==> src/rtl/pmul_pkg.sv <==
package pmul_pkg;

    typedef enum logic [2:0] {
        PM_LANEWISE  = 3'd0,
        PM_BCAST_H1  = 3'd1,
        PM_BCAST_H0  = 3'd2,
        PM_HIBYTE_S  = 3'd3,
        PM_LOBYTE_U  = 3'd4,
        PM_WIDE_HI_S = 3'd5,
        PM_WIDE_LO_U = 3'd6,
        PM_RESERVED  = 3'd7
    } pm_mode_e;

    function automatic logic pm_is_wide(pm_mode_e m);
        return (m == PM_WIDE_HI_S) || (m == PM_WIDE_LO_U);
    endfunction

endpackage

==> src/rtl/pmul_operand_sel.sv <==
module pmul_operand_sel
    import pmul_pkg::*;
#(
    parameter  int LANES = 4,
    parameter  int PIX_W = 8,
    localparam int SCL_W = 2 * PIX_W,
    localparam int VEC_W = LANES * SCL_W
) (
    input  pm_mode_e                      mode,
    input  logic [VEC_W-1:0]              pix,
    input  logic [VEC_W-1:0]              scl,
    output logic [LANES-1:0][PIX_W:0]     factor,
    output logic [LANES-1:0][SCL_W-1:0]   scale,
    output logic [LANES-1:0]              lane_en,
    output logic                          wide
);
    localparam int WIDE_LANES = LANES / 2;

    assign wide = pm_is_wide(mode);

    for (genvar r = 0; r < LANES; r++) begin : g_lane
        logic [PIX_W-1:0] own_byte;
        logic [PIX_W-1:0] hw_hi_byte;
        logic [PIX_W-1:0] hw_lo_byte;
        logic [SCL_W-1:0] own_scale;
        localparam bit IN_WIDE = (r < WIDE_LANES);

        assign own_byte   = pix[r*PIX_W +: PIX_W];
        assign hw_hi_byte = pix[r*SCL_W + PIX_W +: PIX_W];
        assign hw_lo_byte = pix[r*SCL_W +: PIX_W];
        assign own_scale  = scl[r*SCL_W +: SCL_W];

        always_comb begin
            unique case (mode)
                PM_LANEWISE: begin
                    factor[r]  = {1'b0, own_byte};
                    scale[r]   = own_scale;
                    lane_en[r] = 1'b1;
                end
                PM_BCAST_H1: begin
                    factor[r]  = {1'b0, own_byte};
                    scale[r]   = scl[SCL_W +: SCL_W];
                    lane_en[r] = 1'b1;
                end
                PM_BCAST_H0: begin
                    factor[r]  = {1'b0, own_byte};
                    scale[r]   = scl[0 +: SCL_W];
                    lane_en[r] = 1'b1;
                end
                PM_HIBYTE_S: begin
                    factor[r]  = {hw_hi_byte[PIX_W-1], hw_hi_byte};
                    scale[r]   = own_scale;
                    lane_en[r] = 1'b1;
                end
                PM_LOBYTE_U: begin
                    factor[r]  = {1'b0, hw_lo_byte};
                    scale[r]   = own_scale;
                    lane_en[r] = 1'b1;
                end
                PM_WIDE_HI_S: begin
                    factor[r]  = {hw_hi_byte[PIX_W-1], hw_hi_byte};
                    scale[r]   = own_scale;
                    lane_en[r] = IN_WIDE;
                end
                PM_WIDE_LO_U: begin
                    factor[r]  = {1'b0, hw_lo_byte};
                    scale[r]   = own_scale;
                    lane_en[r] = IN_WIDE;
                end
                PM_RESERVED: begin
                    factor[r]  = '0;
                    scale[r]   = '0;
                    lane_en[r] = 1'b0;
                end
            endcase
        end
    end

endmodule

==> src/rtl/pmul_lane_mult.sv <==
module pmul_lane_mult #(
    parameter  int PIX_W  = 8,
    localparam int SCL_W  = 2 * PIX_W,
    localparam int PROD_W = 4 * PIX_W
) (
    input  logic [PIX_W:0]    factor,
    input  logic [SCL_W-1:0]  scale,
    input  logic              enable,
    output logic [PROD_W-1:0] product
);
    localparam int MUL_W = PIX_W + 1 + SCL_W;

    logic signed [PIX_W:0]   f_s;
    logic signed [SCL_W-1:0] s_s;
    logic signed [MUL_W-1:0] raw;

    assign f_s = $signed(factor);
    assign s_s = $signed(scale);
    assign raw = MUL_W'(f_s) * MUL_W'(s_s);

    always_comb begin
        if (enable) begin
            product = {{(PROD_W - MUL_W){raw[MUL_W-1]}}, raw};
        end else begin
            product = '0;
        end
    end

endmodule

==> src/rtl/pmul_round_pack.sv <==
module pmul_round_pack #(
    parameter  int LANES  = 4,
    parameter  int PIX_W  = 8,
    localparam int SCL_W  = 2 * PIX_W,
    localparam int PROD_W = 4 * PIX_W,
    localparam int VEC_W  = LANES * SCL_W
) (
    input  logic [LANES-1:0][PROD_W-1:0] prod,
    input  logic                         wide,
    output logic [VEC_W-1:0]             packed_out
);
    localparam int WIDE_LANES = LANES / 2;

    logic [VEC_W-1:0] narrow_vec;
    logic [VEC_W-1:0] wide_vec;

    for (genvar r = 0; r < LANES; r++) begin : g_lane
        logic [PROD_W-1:0] bump;
        logic [PROD_W-1:0] rounded;

        assign bump    = {{(PROD_W - PIX_W - 1){1'b0}}, prod[r][PIX_W-1], {PIX_W{1'b0}}};
        assign rounded = prod[r] + bump;
        assign narrow_vec[r*SCL_W +: SCL_W] = rounded[PIX_W +: SCL_W];

        if (r < WIDE_LANES) begin : g_wide
            assign wide_vec[r*PROD_W +: PROD_W] = rounded;
        end else begin : g_narrow_only
            logic lane_unused;
            assign lane_unused = ^{rounded[PROD_W-1:PIX_W+SCL_W], rounded[PIX_W-1:0]};
        end
    end

    assign packed_out = wide ? wide_vec : narrow_vec;

endmodule

==> src/rtl/pmul_unit.sv <==
module pmul_unit
    import pmul_pkg::*;
#(
    parameter  int LANES  = 4,
    parameter  int PIX_W  = 8,
    localparam int SCL_W  = 2 * PIX_W,
    localparam int PROD_W = 4 * PIX_W,
    localparam int VEC_W  = LANES * SCL_W
) (
    input  logic             clk,
    input  logic             rst_n,
    input  logic             in_valid,
    input  logic [2:0]       in_mode,
    input  logic [VEC_W-1:0] in_pix,
    input  logic [VEC_W-1:0] in_scale,
    output logic             out_valid,
    output logic [VEC_W-1:0] out_data
);
    pm_mode_e                     mode_q;
    logic [LANES-1:0][PIX_W:0]    sel_factor;
    logic [LANES-1:0][SCL_W-1:0]  sel_scale;
    logic [LANES-1:0]             sel_en;
    logic                         sel_wide;
    logic [LANES-1:0][PROD_W-1:0] mul_prod;

    logic                         s1_valid;
    logic                         s1_wide;
    logic [LANES-1:0][PROD_W-1:0] s1_prod;
    logic [VEC_W-1:0]             packed_res;

    assign mode_q = pm_mode_e'(in_mode);

    pmul_operand_sel #(.LANES(LANES), .PIX_W(PIX_W)) u_sel (
        .mode    (mode_q),
        .pix     (in_pix),
        .scl     (in_scale),
        .factor  (sel_factor),
        .scale   (sel_scale),
        .lane_en (sel_en),
        .wide    (sel_wide)
    );

    for (genvar r = 0; r < LANES; r++) begin : g_mul
        pmul_lane_mult #(.PIX_W(PIX_W)) u_mul (
            .factor  (sel_factor[r]),
            .scale   (sel_scale[r]),
            .enable  (sel_en[r]),
            .product (mul_prod[r])
        );
    end

    // Stage 1: capture products
    always_ff @(posedge clk) begin
        if (!rst_n) begin
            s1_valid <= 1'b0;
            s1_wide  <= 1'b0;
            s1_prod  <= '0;
        end else begin
            s1_valid <= in_valid;
            if (in_valid) begin
                s1_wide <= sel_wide;
                s1_prod <= mul_prod;
            end
        end
    end

    pmul_round_pack #(.LANES(LANES), .PIX_W(PIX_W)) u_pack (
        .prod       (s1_prod),
        .wide       (s1_wide),
        .packed_out (packed_res)
    );

    // Stage 2: output register, held while idle
    always_ff @(posedge clk) begin
        if (!rst_n) begin
            out_valid <= 1'b0;
            out_data  <= '0;
        end else begin
            out_valid <= s1_valid;
            if (s1_valid) begin
                out_data <= packed_res;
            end
        end
    end

endmodule

==> config.mk <==
export PLATFORM = sky130hd
export DESIGN_NAME = pmul_unit
export DESIGN_NICKNAME = d
export VERILOG_FILES = /design/src/rtl/pmul_pkg.sv /design/src/rtl/pmul_operand_sel.sv /design/src/rtl/pmul_lane_mult.sv /design/src/rtl/pmul_round_pack.sv /design/src/rtl/pmul_unit.sv
export SDC_FILE = /design/constraint.sdc
export NUM_CORES = 2
export LEC_CHECK = 0
export BUFFER_PORTS_ARGS = -buffer_cell sky130_fd_sc_hd__buf_2
export CORE_UTILIZATION = 45
export CTS_BUF_LIST = sky130_fd_sc_hd__clkbuf_16
export DETAILED_ROUTE_END_ITERATION = 8
export PLACE_DENSITY = 0.59
export SYNTH_ARGS = -nofsm -noshare
export SYNTH_HDL_FRONTEND = slang
export SYNTH_HIERARCHICAL = 1
export SYNTH_SLANG_ARGS = --single-unit
export TNS_END_PERCENT = 50
==> constraint.sdc <==
create_clock -name clk -period 10 [get_ports clk]
set_clock_uncertainty 0.05 [all_clocks]
set_input_delay 2.5 -clock clk [delete_from_list [all_inputs] [get_ports clk]]
set_output_delay 2.5 -clock clk [all_outputs]
set_load 0.005 [all_outputs]
Word-level counts from Yosys, hierarchy flattened
Index checks and enable logic that the tools add are counted.
- flip-flop bits (word level): 179
- input port bits: 134
- output and inout bits: 65
- muxes and demuxes: 15
- reduce and logical (&&, ||, !) cells: 12
- add/sub/neg operators: 4
- equality and inequality tests: 7
- multipliers: 4
- operators with widths (kind ; number):
    $pmux W16 S4 ; 2
    $pmux W9 S4 ; 3
    $pmux W16 S3 ; 2
    $add A32 B9 Y32 ; 2
    $mux W32 ; 2
    $mux W64 ; 1
    $mul A9 B16 Y25 ; 2
    $add A24 B9 Y24 ; 2
    $mul A9 B16 Y24 ; 2
    $mux W24 ; 2
    $pmux W9 S3 ; 1
    $reduce_or A5 Y1 ; 3
    $eq A3 B3 Y1 const B ; 4
    $reduce_or A6 Y1 ; 2
    $reduce_or A7 Y1 ; 1
    $eq A3 B2 Y1 const B ; 2
    $reduce_or A3 Y1 ; 2
    $pmux W1 S2 ; 2
    $reduce_or A2 Y1 ; 2
    $eq A3 B1 Y1 const B ; 1
    $logic_not A3 Y1 ; 1
    $logic_or A1 B1 Y1 ; 1

Longest topological paths before layout
- depth after elaboration: 5
- mapped depth: 28
- depth with buffers taken out: 24

Cells and area by module
The synthesis kept the hierarchy.
- modules (own cells, without submodules) (module ; area an instance (um^2) ; times used ; cells each):
    pmul_lane_mult (g_mul[0].u_mul ...) ; 5003.5 ; 2 ; 561
    pmul_unit ; 7359.6 ; 1 ; 626
    pmul_lane_mult (g_mul[2].u_mul) ; 4991.0 ; 1 ; 559
    pmul_lane_mult (g_mul[3].u_mul) ; 4988.5 ; 1 ; 555
    pmul_operand_sel ; 2528.7 ; 1 ; 379
    pmul_round_pack ; 2140.8 ; 1 ; 322

Least setup slack after synthesis
OpenSTA, ideal clock, no wires.
- kind: input port to flip-flop
- start point: input port in_mode[2]
- end point: register s1_prod[63] in the netlist's numbering
- data required time: 9.834 ns
- setup time: 0.116 ns
- slack: 1.672 ns
- stages: 24
- data arrival time: 8.162 ns
- buffers on the path: 4
- cells stage by stage: nand2b_1 -> buf_2 -> a21oi_4 -> buf_2 -> a221o_1 -> clkbuf_1 -> nand2_1 -> fa_1 -> inv_1 -> fa_1 -> fa_1 -> fa_1 -> ha_1 -> ha_1 -> a21o_1 -> o21bai_1 -> a21o_1 -> a221o_2 -> a31oi_4 -> xnor2_1 -> and2_1 -> buf_4 -> mux2i_1 -> nor2b_1
- RTL lines (element ; line ; RTL):
    from (decl) ; pmul_unit.sv:13 ; input logic [2:0] in_mode,
    to (signal assigned) ; pmul_unit.sv:62 ; s1_prod <= mul_prod;
    to (decl) ; pmul_unit.sv:28 ; logic [LANES-1:0][PROD_W-1:0] s1_prod;

==> summary.md <==
| Metric | Value |
|---|---|
| Status | completed |
| Core ar. | roughly 0.067 sq mm |
| Final HPWL DP | between 60000 and 70000 um |
| Maximum VDD drop | 199 uV |
| CTS H-tree lvls | 4 |
| Power Dens Cells | 289 mW/mm^2 |
| Net Switching | 0.00489 W |
| CTS Buf Count | 17 |
| Row count | 95 |
| Met3 Use GR | 0.0438 |
| I/O pins | 199 |
| Post-Syn Area | 0.0305 sq mm |
| Most Crowded Layer GR | met2 |
| Clock power frac | 0.070 |
| Crit path largest cell delay | 0.58 ns |
| Worst Path Buf+Inv | 4 |
| Met2 GRT Util | 0.376 |
| Slowest-stage cell, CP | fa_1 |
| FILL cells | 6568 |
| Setup repair bufs after CTS | 0 |
| Clock Tree Buf Depth | 2 |
| Total GRT Usage | 0.250 |
| CP Data Arrival Time | about 9.1 ns |
| Hold Crit Class | flop to flop |
| Crit-path cells | buf_4, buf_4, buf_4, nand2_1, o21ai_0, a22o_1, nand2_1, fa_1, fa_1, inv_1, fa_1, fa_1, fa_1, ha_1, nand4_1, a31oi_1, a221o_2, a31oi_4, xnor2_1, and2_1, mux2i_1, nor2b_1 |
| Post-synthesis net count | 4238 |
| Switching share of power | 0.518 |
| Layout cells sized above 1 | 0.0966 |
| First-pass GRT wire length | 133000 um |
| Number of endpoints failing setup at the final stage | 0 |
| Starting density of the core | 0.454 |
| Via count | 23500 |
| RSZ-0062 raised after global routing | no |
| Comb power frac | 0.832 |
| Worst Hold Slack | 0.462 ns |
| Cell repeated most along the worst path | fa_1 |
| Worst-path maximum fanout | 40 |
| Post-CTS Resized | 0 |
| Slew @ Worst Pin | ~0.85 ns |
| Die area | 0.0687 sq mm |
| DRT iter0 DRCs | approximately 1600 |
| Family with the most delay on the worst path | adder cells |
| Crit end category | flop |
| DRC viols | 0 |
| Clock slew at reported path FFs | ~0.070 ns |
| Final critical-path required period | ~9 ns |
| Final Hold Viols | 0 |
| Root Driver | clkbuf_16 |
| Final period utilization | 0.877 |
| Met1 Use GR | 0.360 |
| Fin Setup TNS | 0 ns |
| Die height | 262 um |
| Worst Path Required | 10.35 ns |
| Port bufs | between 150 and 200 |
| Clock Latency Late Sink | between 0.4 and 0.5 ns |
| Initial antenna violation count | 2 |
| Final #Nets | roughly 4300 |
| Routed WL per cell | 19.2 um |
| CTS sink count | 165 |
| Max_slew headroom | 0.432 |
| Mapped Cells | 3411 |
| P_leak | between 15 and 20 nW |
| GPL Wtd Cong | 0.904 |
| Drt total wl | 84200 um |
| Number of detailed-routing iterations run before antenna repair | 6 |
| Die width | roughly 260 um |
| F_max | between 100 and 150 MHz |
| Routed vias/inst | 5.35 |
| Congestion Overflow GR | 0 |
| Final ANT Viol Nets | 0 |
| Internal power | ~0.0046 W |
| CP Launch Type | input pin |
| Final Slew Violations | 0 |
| Multi-input gate area | roughly 0.025 sq mm |
| # hold bufs at CTS | 0 |
| CTS tree | yes |
| Syn avg cell area | 8.93 sq um |
| Largest net degree at the start of global routing | 90 |
| Seq pwr share | 0.098 |
| P&R area growth vs syn | 7.46% |
| Vias in the first global route | 23400 |
| Crit Path Class | input pin to flop |
| Maxcap violations | 0 |
| Yosys warning total | 6 |
| FF/Latch Area | about 0.0033 sq mm |
## metrics by stage
step / cell area (sq um) / utilization / power, W / cells / worst slack (ns)
after CTS: 32700 / 0.488 / 0.00953 / 4391 / 1.27
after detailed placement: 32100 / 0.479 / 0.00877 / 4359 / 0.788
final: 32700 / 0.488 / 0.00945 / 4393 / 1.23
after floorplan: 30500 / - / 0.00717 / 3411 / 1.67
after global routing: 32700 / 0.488 / 0.0107 / 4391 / 0.868
after global placement: 32100 / 0.479 / 0.00874 / 4359 / 0.884
## routing by layer
| layer | part of all wire | routed length, um | vias up |
|---|---|---|---|
| met3 | 0.064 | 5410 | 109 |
| met5 | 0.00014 | 12 | - |
| met4 | 0.034 | 2860 | 2 |
| met1 | 0.46 | 38900 | 11500 |
| li1 | - | - | 11200 |
| met2 | 0.44 | 37000 | 652 |
## final timing paths
| path | end | cells after the start | slack, ns | from |
|---|---|---|---|---|
| setup / recovery | s1_prod[58] | 22 | 1.23 | in_mode[2] |
| hold / removal | out_data[61] | 2 | 0.46 | out_data[61] |
| setup reg to reg | out_data[42] | 9 | 7.61 | s1_prod[72] |
| hold reg to reg | out_data[61] | 2 | 0.46 | out_data[61] |
## cell type report
class	instances	area share
Antenna cell	2	0.000153
Tap cell	873	0.0334
Sequential cell	165	0.101
Multi-Input combinational cell	2634	0.751
Inverter	408	0.0468
Clock inverter	15	0.00482
Clock buffer	17	0.0130
Timing Repair Buffer	279	0.0500
## worst register-to-register path, delay by kind of cell, from the launching register on
kind / cells / cell delay (ns)
fa+ha+maj: 2 / 0.41
compound gates: 1 / 0.40
simple gates: 4 / 0.79
flops: 1 / 0.41
mux: 1 / 0.14
xor+xnor: 1 / 0.14
## state kept, by name, summed over array words and instances (netlist names)
| name | count |
|---|---|
| out_valid | 1 |
| s1_valid | 1 |
| s1_wide | 1 |
| out_data | 64 |
| s1_prod | 98 |
## layout by cell type, fill, tap and decap left out, types with 15 or more instances in the layout
cell and instances:
fa_1 476, inv_1 408, nand2_1 386, and2_1 296, mux2i_1 222, ha_1 217
buf_2 195, nor2_1 179, nor2b_1 173, dfxtp_1 163, buf_4 81, a21oi_1 68
xor2_1 66, xnor2_1 65, o21ai_0 59, nand3_1 39, o22ai_1 33, o32ai_1 32
a221oi_1 32, nand4_1 27, a221o_1 25, a22o_1 24, nand2b_1 21, clkbuf_16 17
a21o_1 17, o2bb2ai_1 16, nor3_1 15
## power groups by stage
stage	logic (W)	registers, W	clock network (W)
floorplan	0.00627	0.000895	0
global placement	0.00780	0.000938	0
detailed placement	0.00783	0.000939	0
CTS	0.00792	0.000926	0.000679
global route	0.00903	0.000944	0.000707
finish	0.00786	0.000927	0.000665
(Power assumes the default switching activity.)
